===== config.mk =====
export PLATFORM = sky130hd
export DESIGN_NAME = pinchg_irq
export DESIGN_NICKNAME = d
export VERILOG_FILES = /design/src/rtl/pinchg_pkg.sv /design/src/rtl/pinchg_bank.sv /design/src/rtl/pinchg_merge.sv /design/src/rtl/pinchg_irq.sv
export SDC_FILE = /design/constraint.sdc
export NUM_CORES = 1
export LEC_CHECK = 0
export BUFFER_PORTS_ARGS = -buffer_cell sky130_fd_sc_hd__buf_2
export CAP_MARGIN = 20
export CELL_PAD_IN_SITES_DETAIL_PLACEMENT = 0
export CELL_PAD_IN_SITES_GLOBAL_PLACEMENT = 1
export CORE_MARGIN = 4
export CORE_UTILIZATION = 30
export DETAILED_ROUTE_END_ITERATION = 8
export PLACE_DENSITY = 0.89
export SLEW_MARGIN = 30
export SYNTH_ARGS = -nofsm -noshare
export SYNTH_HDL_FRONTEND = slang
export SYNTH_SLANG_ARGS = --single-unit
export TNS_END_PERCENT = 1

===== constraint.sdc =====
create_clock -name clk -period 3.6 [get_ports clk]
set_input_delay 0.36 -clock clk [delete_from_list [all_inputs] [get_ports clk]]
set_output_delay 0.36 -clock clk [all_outputs]
set_load 0.005 [all_outputs]

===== src/rtl/pinchg_pkg.sv =====
// Package: shared geometry of the pin-change interrupt controller.
// Assumes banks are equal width and laid out contiguously, bank 0 at the LSBs.
package pinchg_pkg;
    localparam int unsigned PC_NUM_BANKS = 5;
    localparam int unsigned PC_BANK_W    = 8;
    localparam int unsigned PC_PORT_W    = PC_NUM_BANKS * PC_BANK_W;
endpackage


===== src/rtl/pinchg_bank.sv =====
// Module: one bank of the pin-change detector.
// Holds the bank's reference register, compares live pins against it and
// reports a pending flag. A read strobe captures the pins and drops the flag
// in the same cycle. Assumes pins are already synchronised to clk.
module pinchg_bank #(
    parameter int unsigned W = 8
) (
    input  logic         clk,
    input  logic         rst_n,
    input  logic [W-1:0] pin_i,
    input  logic [W-1:0] dir_in_i,
    input  logic [W-1:0] mask_i,
    input  logic         rd_i,
    output logic [W-1:0] ref_o,
    output logic         pend_o
);
    logic [W-1:0] ref_q;
    logic [W-1:0] live_diff;

    // Reference register: seeded at reset, recaptured on a bank read.
    always_ff @(posedge clk) begin
        if (!rst_n) begin
            ref_q <= pin_i;
        end else if (rd_i) begin
            ref_q <= pin_i;
        end
    end

    // Qualified difference: inputs only, masked bits removed; read hides the bank.
    always_comb begin
        live_diff = (pin_i ^ ref_q) & dir_in_i & ~mask_i;
        pend_o    = !rd_i && (|live_diff);
    end

    assign ref_o = ref_q;

    // a read loads the pins seen at that edge.
    assert_read_load_R4: assert property (@(posedge clk) disable iff (!rst_n)
        rd_i |=> (ref_q == $past(pin_i)));

    // without a read the reference holds.
    assert_ref_hold_R4: assert property (@(posedge clk) disable iff (!rst_n)
        !rd_i |=> $stable(ref_q));

    // a bank fully masked or fully output never flags.
    assert_no_pend_when_disqualified_R6: assert property (@(posedge clk) disable iff (!rst_n)
        (&(mask_i | ~dir_in_i)) |-> !pend_o);

    // after a read the bank is quiet unless its pins moved.
    assert_read_clears_R5: assert property (@(posedge clk) disable iff (!rst_n)
        rd_i |=> ((pin_i != $past(pin_i)) || !pend_o || $past(rd_i) == 1'b0 && 1'b0 || !pend_o));
endmodule


===== src/rtl/pinchg_merge.sv =====
// Module: combines per-bank pending flags into one registered active-low level.
// Assumes every flag is already qualified by mask, direction and read.
module pinchg_merge #(
    parameter int unsigned NB = 5
) (
    input  logic          clk,
    input  logic          rst_n,
    input  logic [NB-1:0] pend_i,
    output logic          irq_n_o
);
    logic irq_n_q;

    // Interrupt register: low while any bank is pending.
    always_ff @(posedge clk) begin
        if (!rst_n) begin
            irq_n_q <= 1'b1;
        end else begin
            irq_n_q <= ~(|pend_i);
        end
    end

    assign irq_n_o = irq_n_q;
endmodule


===== src/rtl/pinchg_irq.sv =====
// Module: top of the pin-change interrupt controller.
// Instantiates one comparator bank per port bank and a merge stage.
// Assumes pins are synchronised and that read strobes come from the register
// access logic, one bit per bank, in bank order.
module pinchg_irq
    import pinchg_pkg::*;
#(
    parameter int unsigned NUM_BANKS = PC_NUM_BANKS,
    parameter int unsigned BANK_W    = PC_BANK_W,
    localparam int unsigned PORT_W   = NUM_BANKS * BANK_W
) (
    input  logic                 clk,
    input  logic                 rst_n,
    input  logic [PORT_W-1:0]    pin_i,
    input  logic [PORT_W-1:0]    dir_in_i,
    input  logic [PORT_W-1:0]    mask_i,
    input  logic [NUM_BANKS-1:0] rd_stb_i,
    output logic [PORT_W-1:0]    rd_data_o,
    output logic                 irq_n_o
);
    logic [NUM_BANKS-1:0] bank_pend;

    // One detector per bank.
    for (genvar b = 0; b < NUM_BANKS; b++) begin : g_bank
        pinchg_bank #(.W(BANK_W)) u_bank (
            .clk      (clk),
            .rst_n    (rst_n),
            .pin_i    (pin_i[b*BANK_W +: BANK_W]),
            .dir_in_i (dir_in_i[b*BANK_W +: BANK_W]),
            .mask_i   (mask_i[b*BANK_W +: BANK_W]),
            .rd_i     (rd_stb_i[b]),
            .ref_o    (rd_data_o[b*BANK_W +: BANK_W]),
            .pend_o   (bank_pend[b])
        );
    end

    pinchg_merge #(.NB(NUM_BANKS)) u_merge (
        .clk     (clk),
        .rst_n   (rst_n),
        .pend_i  (bank_pend),
        .irq_n_o (irq_n_o)
    );

    // a low interrupt is always backed by a pending bank one cycle earlier.
    assert_irq_backed_R2: assert property (@(posedge clk) disable iff (!rst_n)
        !irq_n_o |-> $past(|bank_pend));

    // the interrupt is released when leaving reset.
    assert_reset_idle_R1: assert property (@(posedge clk) disable iff (!rst_n)
        $rose(rst_n) |-> irq_n_o);
endmodule


==> summary.md, run 1 <==
| Metric | Value |
|---|---|
| Status | `complete, no violations` |
| WL per Instance | `14.60 um` |
| Worst-Skew Late Latency | `0.29 ns` |
| Post-CTS Repair Setup Buffers | `0` |
| Diodes inserted | `0` |
| Syn_nets | `approximately 270` |
| Drt pass-1 iters | `3` |
| Synth unique cells | `12` |
| Synth Cell Area | `0.002033 mm2` |
| Initial core utilization | `0.3148` |
| Worst path required time | `3.79 ns` |
| Post-route DRC | `0` |
| F_max | `0.6529 GHz` |
| Total CTS buffers | `5` |
| Worst path arrival time | `between 1.5 and 2 ns` |
| Reg clk slew, reported paths | `0.08 ns` |
| CTS Hold Buffers Added | `0` |
| Drt total wl | `a little under 6000 um` |
| Crit path from | `g_bank[4].u_bank.ref_o[6]` |
| FILL cells | `635` |
| Skew final | `0.005040 ns` |
| Core area | `0.006459 mm2` |
| Crit path launch type | `flip-flop` |
| IO Port Bufs | `between 150 and 200` |
| Top-area cell type share of the netlist area | `0.5908` |
| Num rows | `29` |
| Post-DRT Antenna Nets | `0` |
| Dominant cell type by area after synthesis | `edfxtp_1` |
| Power Density | `369.2 mW/mm2` |
| Period utilisation layout | `0.4255` |
| Total gr overflow | `0` |
| Worst path buffer plus inverter count | `0` |
| Max stage delay cell, worst path | `edfxtp_1` |
| Placed Instances | `391` |
| Worst setup path endpoint | `u_merge.irq_n_o` |
| Synth warnings | `0` |
| Setup Crit Path Kind | `reg -> reg` |
| Largest net degree at the start of global routing | `12` |
| RR Endpoint | `u_merge.irq_n_o` |
| Antenna violations before repair | `0` |
| Setup TNS | `0 ns` |
| DR iter-0 viols | `47` |
| Width of the chip | `between 90 and 100 um` |
| Final Slew Violations | `0` |
| Mapped Cells | `147` |
| CP peak stage delay | `~0.42 ns` |
| Layout cells sized above 1 | `0.5452` |
| Vias in the first global route | `between 1500 and 2000` |
| Worst vdd ir | `146.9 uV` |
| R2r startpoint | `g_bank[4].u_bank.ref_o[6]` |
| Worst-case clock buffer depth | `2` |
| Cells along the critical path | `xnor2_1 -> o32ai_1 -> nor4_1 -> o22ai_1 -> o41ai_2` |
| Syn_area_per_cell | `13.83 um2` |
| Root buf cell | `clkbuf_8` |
| Gp weighted congestion | `0.8043` |
| Post-CTS Resized | `0` |
| CTS tree | `built` |
| Slew of the pin with the lowest slew margin | `approximately 0.45 ns` |
| Post-layout min period | `1.532 ns` |
| Area delta synth->final | `49.60%` |
| Leakage power | `~1.3 nW` |
| CP Capture Type | `flip-flop` |
| Htree depth | `2` |
| Critical-path maximum fanout | `2` |
| Setup slack, reg-to-reg | `2.07 ns` |
| Top cells by area, synth | `edfxtp_1, xnor2_1, nor3b_1` |
| Hold WC Path Type | `in -> reg` |
| Overall global routing resource usage | `0.1381` |
| Final HPWL DP | `5031 um` |
| FF+latch count, synth | `41` |
| Die Y | `around 90 um` |
| RSZ-0062 raised after global routing | `no` |
| Final setup viols | `0` |
| DR vias/cell | `4.490` |
| Clock sink count | `~40` |
| Nets | `448` |
| Worst path top cell family by delay | `compound AO/OA/AOI/OAI gates` |
| Cell count along the critical path | `5` |
| Max-slew headroom | `0.7015` |
| First-pass GRT wire length | `9039 um` |
| R2R depth | `5` |
| Die ar. | `0.008159 mm2` |
| Vias | `1787` |
| Maxcap violations | `0` |
| Hold Vio Cnt, Final | `0` |
| Final non-filler cell total | `398` |
| Ports | `roughly 170` |
| Register area share after synthesis | `0.6006` |
[state kept, by name, summed over array words and instances, names as in the netlist]
register and count:
g_bank.u_bank.ref_o 40, u_merge.irq_n_o 1
[routing by layer]
layer,wire [um],vias to the layer above,GRT usage
li1,-,894,-
met1,2337,786,0.1562
met2,2880,101,0.2414
met3,540,6,0.05417
met4,55,0,0.03827
met5,0,-,0
[power by group]
group          total (mW)  internal [mW]  switching, mW
combinational       0.241          0.142         0.0991
clock               0.280          0.131          0.149
sequential          0.601          0.574         0.0277
total                1.12          0.847          0.276
[worst reg2reg max path: stages, from the launching register on]
cell      delay (ns)
edfxtp_1        0.42
xnor2_1         0.17
o32ai_1         0.11
nor4_1          0.34
o22ai_1         0.19
o41ai_2         0.21
[how the worst min path moves through the flow]
| stage | to | cells after the start | startpoint |
|---|---|---|---|
| after global placement | g_bank[2].u_bank.ref_o[4] | 1 | pin_i[20] |
| after global routing | g_bank[0].u_bank.ref_o[2] | 1 | pin_i[2] |
| after CTS | g_bank[2].u_bank.ref_o[0] | 1 | pin_i[16] |
| after floorplan | u_merge.irq_n_o | 1 | rst_n |
| after detailed placement | g_bank[2].u_bank.ref_o[6] | 1 | pin_i[22] |
| final | g_bank[2].u_bank.ref_o[0] | 1 | pin_i[16] |
[cell type report]
cell class,count,area (um2),area share
Clock buffer,6,72.57,0.02386
Inverter,8,30.03,0.009872
Sequential cell,41,1221,0.4015
Timing Repair Buffer,167,835.8,0.2748
Multi-Input combinational cell,98,782.0,0.2571
Tap cell,77,96.34,0.03167
Clock inverter,1,3.754,0.001234
[cells in the final DEF, fill, tap and decap left out, drive strengths merged]
master	synthesis	routed
buf	0	167
xnor2	40	40
edfxtp	40	40
nor3b	24	24
nand2b	13	13
inv	8	8
o32ai	8	8
nor4	8	8
clkbuf	0	6
a21oi	3	3
o22ai	1	1
o41ai	1	1
clkinv	0	1
dfxtp	1	1
[cell families (layout without fill, tap and decap cells)]
family	Yosys count	in the layout	share of synthesized area
and+or+nand+nor	45	45	0.1594
xor gates and xnor gates	40	40	0.1723
buffers and inverters	8	182	0.01477
AOI/OAI and AO/OA	13	13	0.05293
DFF	41	41	0.6006
[through the flow]
| stage | utilization | setup WS (ns) | cell area (um2) | hold WS (ns) | power, mW |
|---|---|---|---|---|---|
| 2_1_floorplan | - | 2.230 | 2033 | 0.4157 | 0.7173 |
| 5_1_grt | 0.4709 | 1.961 | 3042 | 0.2547 | 1.189 |
| 6_report | 0.4709 | 2.068 | 3042 | 0.2687 | 1.123 |
| 3_3_place_gp | 0.4591 | 2.011 | 2965 | 0.5621 | 0.8544 |
| 4_1_cts | 0.4709 | 2.004 | 3042 | 0.2575 | 1.144 |
| 3_5_place_dp | 0.4591 | 1.971 | 2965 | 0.5649 | 0.8584 |
[cell usage after synthesis (all sizes together)]
library cell,instances
edfxtp,40
xnor2,40
nor3b,24
nand2b,13
inv,8
nor4,8
o32ai,8
a21oi,3
dfxtp,1
o22ai,1
o41ai,1
No activity file was read; power rests on OpenSTA's default activity.
==> inputs of run 2 (changes only) <==
CORE_UTILIZATION = 28   (was 30)
PLACE_DENSITY = 0.85   (was 0.89)
clock period = 1.5 ns   (was 3.6 ns; I/O delays follow)
==> summary.md, run 2 (synthesis gave the netlist of run 1 again) <==
| Metric | Value |
|---|---|
| Status | `complete, no violations` |
| Final HPWL DP | `5062 um (+0.62%)` |
| Worst-case clock buffer depth | `2 (unchanged)` |
| Vias | `1806 (+1.1%)` |
| Worst path required time | `1.69 ns (-2.10 ns)` |
| Period utilisation layout | `0.9941 (+0.5686)` |
| Skew final | `0.004241 ns (-0.0007983 ns)` |
| Commonest non-fill, non-tap cell in the layout | `buf_2` |
| Power Density | `883.7 mW/mm2 (+140%)` |
| Core area | `0.006907 mm2 (+6.9%)` |
| Design area | `0.003151 mm2 (+3.6%)` |
| Largest register FFs | `40 (unchanged)` |
| Internal | `2.116 mW (+150%)` |
| Net Sw Power | `0.6678 mW (+140%)` |
| Diodes inserted | `0 (unchanged)` |
| Largest net degree at the start of global routing | `13 (+1)` |
| Sequential power share | `0.518 (-0.017)` |
| Ports | `168 (unchanged)` |
| Most frequent cells in the layout | `buf_2, edfxtp_1, xnor2_1` |
| Hold WC Path Type | `in -> reg` |
| WL per Instance | `13.68 um (-6.3%)` |
| RSZ-0062 raised after global routing | `yes` |
| Leakage power | `1.376 nW (+3.4%)` |
| Num rows | `30 (+3.4%)` |
| Reg clk slew, reported paths | `0.08 ns (about the same)` |
| Maxcap violations | `0 (unchanged)` |
| Clock sink count | `41 (unchanged)` |
| Gp weighted congestion | `0.7579 (-5.8%)` |
| Setup Crit Path Kind | `reg -> reg` |
| Max-slew headroom | `0.7362 (+0.03468)` |
| Vias in the first global route | `1868 (-0.43%)` |
| Layout cells sized above 1 | `0.5723 (+0.02714)` |
| Slew of the pin with the lowest slew margin | `0.3957 ns (-0.05202 ns)` |
| Post-DRT Antenna Nets | `0 (unchanged)` |
| DR iter-0 viols | `26 (-45%)` |
| Overall global routing resource usage | `0.1277 (-0.01039)` |
| Comb power frac | `0.221 (+0.006)` |
| Dpl ws | `-0.1126 ns (-2.084 ns)` |
| Worst vdd ir | `353.7 uV (+140%)` |
| Total power | `2.784 mW (+150%)` |
| Area delta synth->final | `54.95%` |
| Final setup viols | `0 (unchanged)` |
| Worst path arrival time | `1.68 ns (-0.04 ns)` |
| Total CTS buffers | `5 (unchanged)` |
| Crit path launch type | `flip-flop` |
| Drt pass-1 iters | `5 (+2)` |
| Sw frac | `0.2399 (-0.006113)` |
| Die ar. | `0.008689 mm2 (+6.5%)` |
| Antenna violations before repair | `0 (unchanged)` |
| F_max | `0.6706 GHz (+2.7%)` |
| Root buf cell | `clkbuf_8` |
| Critical-path maximum fanout | `2 (unchanged)` |
| Post-layout min period | `1.491 ns (-0.04055 ns)` |
| Total gr overflow | `0 (unchanged)` |
| CTS Hold Buffers Added | `0 (unchanged)` |
| Post-route core utilization | `0.4562 (-0.01478)` |
| DR vias/cell | `4.290 (-4.5%)` |
| First-pass GRT wire length | `8680 um (-4.0%)` |
| Width of the chip | `93.22 um (+3.2%)` |
| Worst-Skew Late Latency | `0.28 ns (about the same)` |
| Final Slew Violations | `0 (unchanged)` |
| Htree depth | `2 (unchanged)` |
| Setup TNS | `0 ns (unchanged)` |
| Placed cell areas | `0.002997 mm2 (+1.1%)` |
| Drt total wl | `5758 um (-0.93%)` |
| IO Port Bufs | `167 (unchanged)` |
| CP Capture Type | `flip-flop` |
| Setup ws final | `0.008838 ns (-2.059 ns)` |
| Clock network power share | `0.261 (+0.011)` |
| Hold Vio Cnt, Final | `0 (unchanged)` |
| Post-route DRC | `0 (unchanged)` |
| Initial core utilization | `0.2944 (-0.02042)` |
| CTS tree | `built` |
| Nets | `451 (+0.67%)` |
| Die Y | `93.22 um (+3.2%)` |
-- run 2: cell types whose count changed in the layout (fill, tap and decap cells not counted), moves of 2 or more --
cell and delta:
xnor2_2 +3, nor4_1 -2, nor4_2 +2, xnor2_1 -3
buf_4 +3
-- run 2: area by class of cell --
cell class | instances | area, um2
fillers | 709 | 3756
flip-flops and latches | 41 | 1221
repair buffers | 170 | 858.3
multi-input cells | 98 | 830.8
well taps | 96 | 120.1
clock buffers | 8 | 90.09
inverters | 8 | 30.03
-- run 2: through the flow --
step | std cells | hold WS, ns
2_1_floorplan | 147 | 0.2057
3_3_place_gp | 411 | 0.3514
3_5_place_dp | 411 | 0.3547
4_1_cts | 421 | 0.04688
5_1_grt | 421 | 0.04007
6_report | 421 | 0.06047
-- run 2: final timing paths --
| kind | endpoint | slack (ns) | start | depth (start not counted) |
|---|---|---|---|---|
| hold / removal | g_bank[2].u_bank.ref_o[3] | 0.06 | pin_i[19] | 1 |
| setup / recovery | u_merge.irq_n_o | 0.009 | g_bank[3].u_bank.ref_o[3] | 5 |
| hold reg to reg | u_merge.irq_n_o | 0.93 | g_bank[2].u_bank.ref_o[6] | 5 |
| setup reg to reg | u_merge.irq_n_o | 0.009 | g_bank[3].u_bank.ref_o[3] | 5 |
-- run 2: power by group through the flow --
stage | Clock, mW | Combinational (mW) | Sequential, mW
after floorplan | 0 | 0.243 | 1.48
after global placement | 0 | 0.589 | 1.46
after detailed placement | 0 | 0.597 | 1.47
after CTS | 0.770 | 0.609 | 1.44
after global routing | 0.830 | 0.684 | 1.46
final | 0.727 | 0.614 | 1.44
-- run 2: per-layer routing --
metal  vias to the layer above  global-route usage  share of wire
met5                         -                   0              0
met4                         0             0.03663          0.010
met3                         5             0.04666           0.11
met2                       105              0.2256           0.49
met1                       794              0.1440           0.39
li1                        902                   -              -
-- run 2: critical path, stage by stage, from the launching register on --
cell and delay (ns):
edfxtp_1 0.41, xnor2_1 0.17, nor3b_1 0.06, nor4_1 0.30
a21oi_1 0.15, o41ai_2 0.31
-- run 2: repair_timing --
item                       in CTS  in global routing
setup endpoints to repair       1                  1
setup buffers                   2                  0
resized for setup               1                  6
pin swaps                       6                 13
hold endpoints to repair        0                  0
==> inputs of run 3 (changes only) <==
PLACE_DENSITY = default   (was 0.85)
PLACE_DENSITY_LB_ADDON = 0.1   (was default)
==> summary.md, run 3 (synthesis gave the netlist of run 1 again) <==
| Metric | Value |
|---|---|
| Die Y | `93.22 um (unchanged)` |
| DR vias/cell | `4.227 (-1.5%)` |
| Width of the chip | `93.22 um (unchanged)` |
| Antenna violations before repair | `0 (unchanged)` |
| Period utilisation layout | `1.016 (+0.02201)` |
| Vias | `1771 (-1.9%)` |
| CTS Hold Buffers Added | `0 (unchanged)` |
| Critical-path maximum fanout | `2 (unchanged)` |
| Num rows | `30 (unchanged)` |
| Setup TNS | `-0.02418 ns (-0.02418 ns)` |
| DR iter-0 viols | `36 (+38%)` |
| Root buf cell | `clkbuf_8` |
| Clock sink count | `41 (unchanged)` |
| RSZ-0062 raised after global routing | `yes` |
| Worst path arrival time | `1.72 ns (+0.04 ns)` |
| R2R depth | `5 (unchanged)` |
| Core area | `0.006907 mm2 (unchanged)` |
| Drt total wl | `5769 um (+0.19%)` |
| Overall global routing resource usage | `0.1301 (+0.002364)` |
| Worst vdd ir | `313.5 uV (-11%)` |
| Post-route DRC | `0 (unchanged)` |
| Htree depth | `2 (unchanged)` |
| Cells on Worst Hold Path | `1 (unchanged)` |
| Final Slew Violations | `0 (unchanged)` |
| Power Density | `905.2 mW/mm2 (+2.4%)` |
| Hold WC Path Type | `in -> reg` |
| Largest net degree at the start of global routing | `13 (unchanged)` |
| Final setup viols | `1 (+1)` |
| Worst-case clock buffer depth | `2 (unchanged)` |
| Post-layout min period | `1.524 ns (+0.03302 ns)` |
| Worst path required time | `1.69 ns (about the same)` |
| Commonest non-fill, non-tap cell in the layout | `buf_2` |
| Post-DRT Antenna Nets | `0 (unchanged)` |
| Layout cells sized above 1 | `0.5604 (-0.01194)` |
| Failing checks | `negative setup slack` |
| Total power | `2.816 mW (+1.1%)` |
| Area delta synth->final | `52.98%` |
| Initial core utilization | `0.2944 (unchanged)` |
| Nets | `449 (-0.44%)` |
| Leakage power | `1.353 nW (-1.7%)` |
| Reg clk slew, reported paths | `0.08 ns (about the same)` |
| WL per Instance | `13.77 um (+0.67%)` |
| Total CTS buffers | `5 (unchanged)` |
| Slew of the pin with the lowest slew margin | `0.4428 ns (+0.04713 ns)` |
| Skew final | `0.002860 ns (-0.001381 ns)` |
| Gp weighted congestion | `0.7612 (+0.44%)` |
| Crit path launch type | `flip-flop` |
| Ports | `168 (unchanged)` |
| Worst-Skew Late Latency | `0.29 ns (about the same)` |
| Status | `finished with violations` |
| Vias in the first global route | `1837 (-1.7%)` |
| Maxcap violations | `0 (unchanged)` |
| Total gr overflow | `0 (unchanged)` |
| First-pass GRT wire length | `8790 um (+1.3%)` |
| Diodes inserted | `0 (unchanged)` |
| Hold Vio Cnt, Final | `0 (unchanged)` |
| Die ar. | `0.008689 mm2 (unchanged)` |
| Design area | `0.003110 mm2 (-1.3%)` |
| Drt pass-1 iters | `4 (-1)` |
| Placed cell areas | `0.002997 mm2 (unchanged)` |
| Setup ws final | `-0.02418 ns (-0.03302 ns)` |
| Largest register FFs | `40 (unchanged)` |
| CTS tree | `built` |
| Final HPWL DP | `5097 um (+0.68%)` |
| IO Port Bufs | `167 (unchanged)` |
| CP Capture Type | `flip-flop` |
| Max-slew headroom | `0.7048 (-0.03142)` |
| Most frequent cells in the layout | `buf_2, xnor2_1, edfxtp_1` |
| Setup Crit Path Kind | `reg -> reg` |
| F_max | `0.6561 GHz (-2.2%)` |
## run 3: changes by cell type in the layout (fill, tap and decap cells not counted), sizes merged
cell / delta
buf: -2
clkinv: +1
clkbuf: -1
## run 3: path summary, 6_finish.rpt
check	from	endpoint	slack (ns)
max	g_bank[3].u_bank.ref_o[5]	u_merge.irq_n_o	-0.02
min	pin_i[23]	g_bank[2].u_bank.ref_o[7]	0.06
max reg2reg	g_bank[3].u_bank.ref_o[5]	u_merge.irq_n_o	-0.02
min reg2reg	g_bank[4].u_bank.ref_o[1]	u_merge.irq_n_o	1.02
## run 3: layout make-up
| type | instances | area (um2) |
|---|---|---|
| flip-flops and latches | 41 | 1221 |
| clock buffers | 7 | 96.34 |
| multi-input cells | 98 | 794.5 |
| fillers | 699 | 3796 |
| inverters | 8 | 30.03 |
| well taps | 96 | 120.1 |
| clock inverters | 1 | 5.005 |
| repair buffers | 168 | 843.3 |
## run 3: power breakdown
| part | switching (mW) | total [mW] | internal, mW |
|---|---|---|---|
| registers | 0.0643 | 1.44 | 1.38 |
| clock network | 0.372 | 0.788 | 0.416 |
| logic | 0.240 | 0.588 | 0.348 |
| total | 0.676 | 2.82 | 2.14 |
## run 3: layer usage
layer,share of wire,track usage
met1,0.39,0.1545
met2,0.50,0.2220
met3,0.10,0.04586
met4,0.011,0.03663
met5,0,0
## run 3: what timing repair did
action | 4_1_cts | 5_1_grt
pin swaps | 7 | 1
setup endpoints to repair | 1 | 1
buffers inserted | 0 | 0
endpoints found under the hold margin | 0 | 0
resized for setup | 0 | 2
## run 3: critical path, stage by stage, from the launching register on
cell      delay, ns
edfxtp_1       0.40
xnor2_1        0.17
nor3b_1        0.06
nor4_1         0.34
a21oi_1        0.14
o41ai_2        0.31
## run 3: per-stage QoR
stage          utilization  hold slack (ns)  setup slack (ns)  cells
3_3_place_gp        0.4339           0.3548          -0.06435    411
6_report            0.4504          0.05943          -0.02418    419
2_1_floorplan            -           0.2057            0.1296    147
5_1_grt             0.4504          0.03777           -0.1502    419
4_1_cts             0.4486          0.04423          -0.06321    419
3_5_place_dp        0.4339           0.3557          -0.06673    411
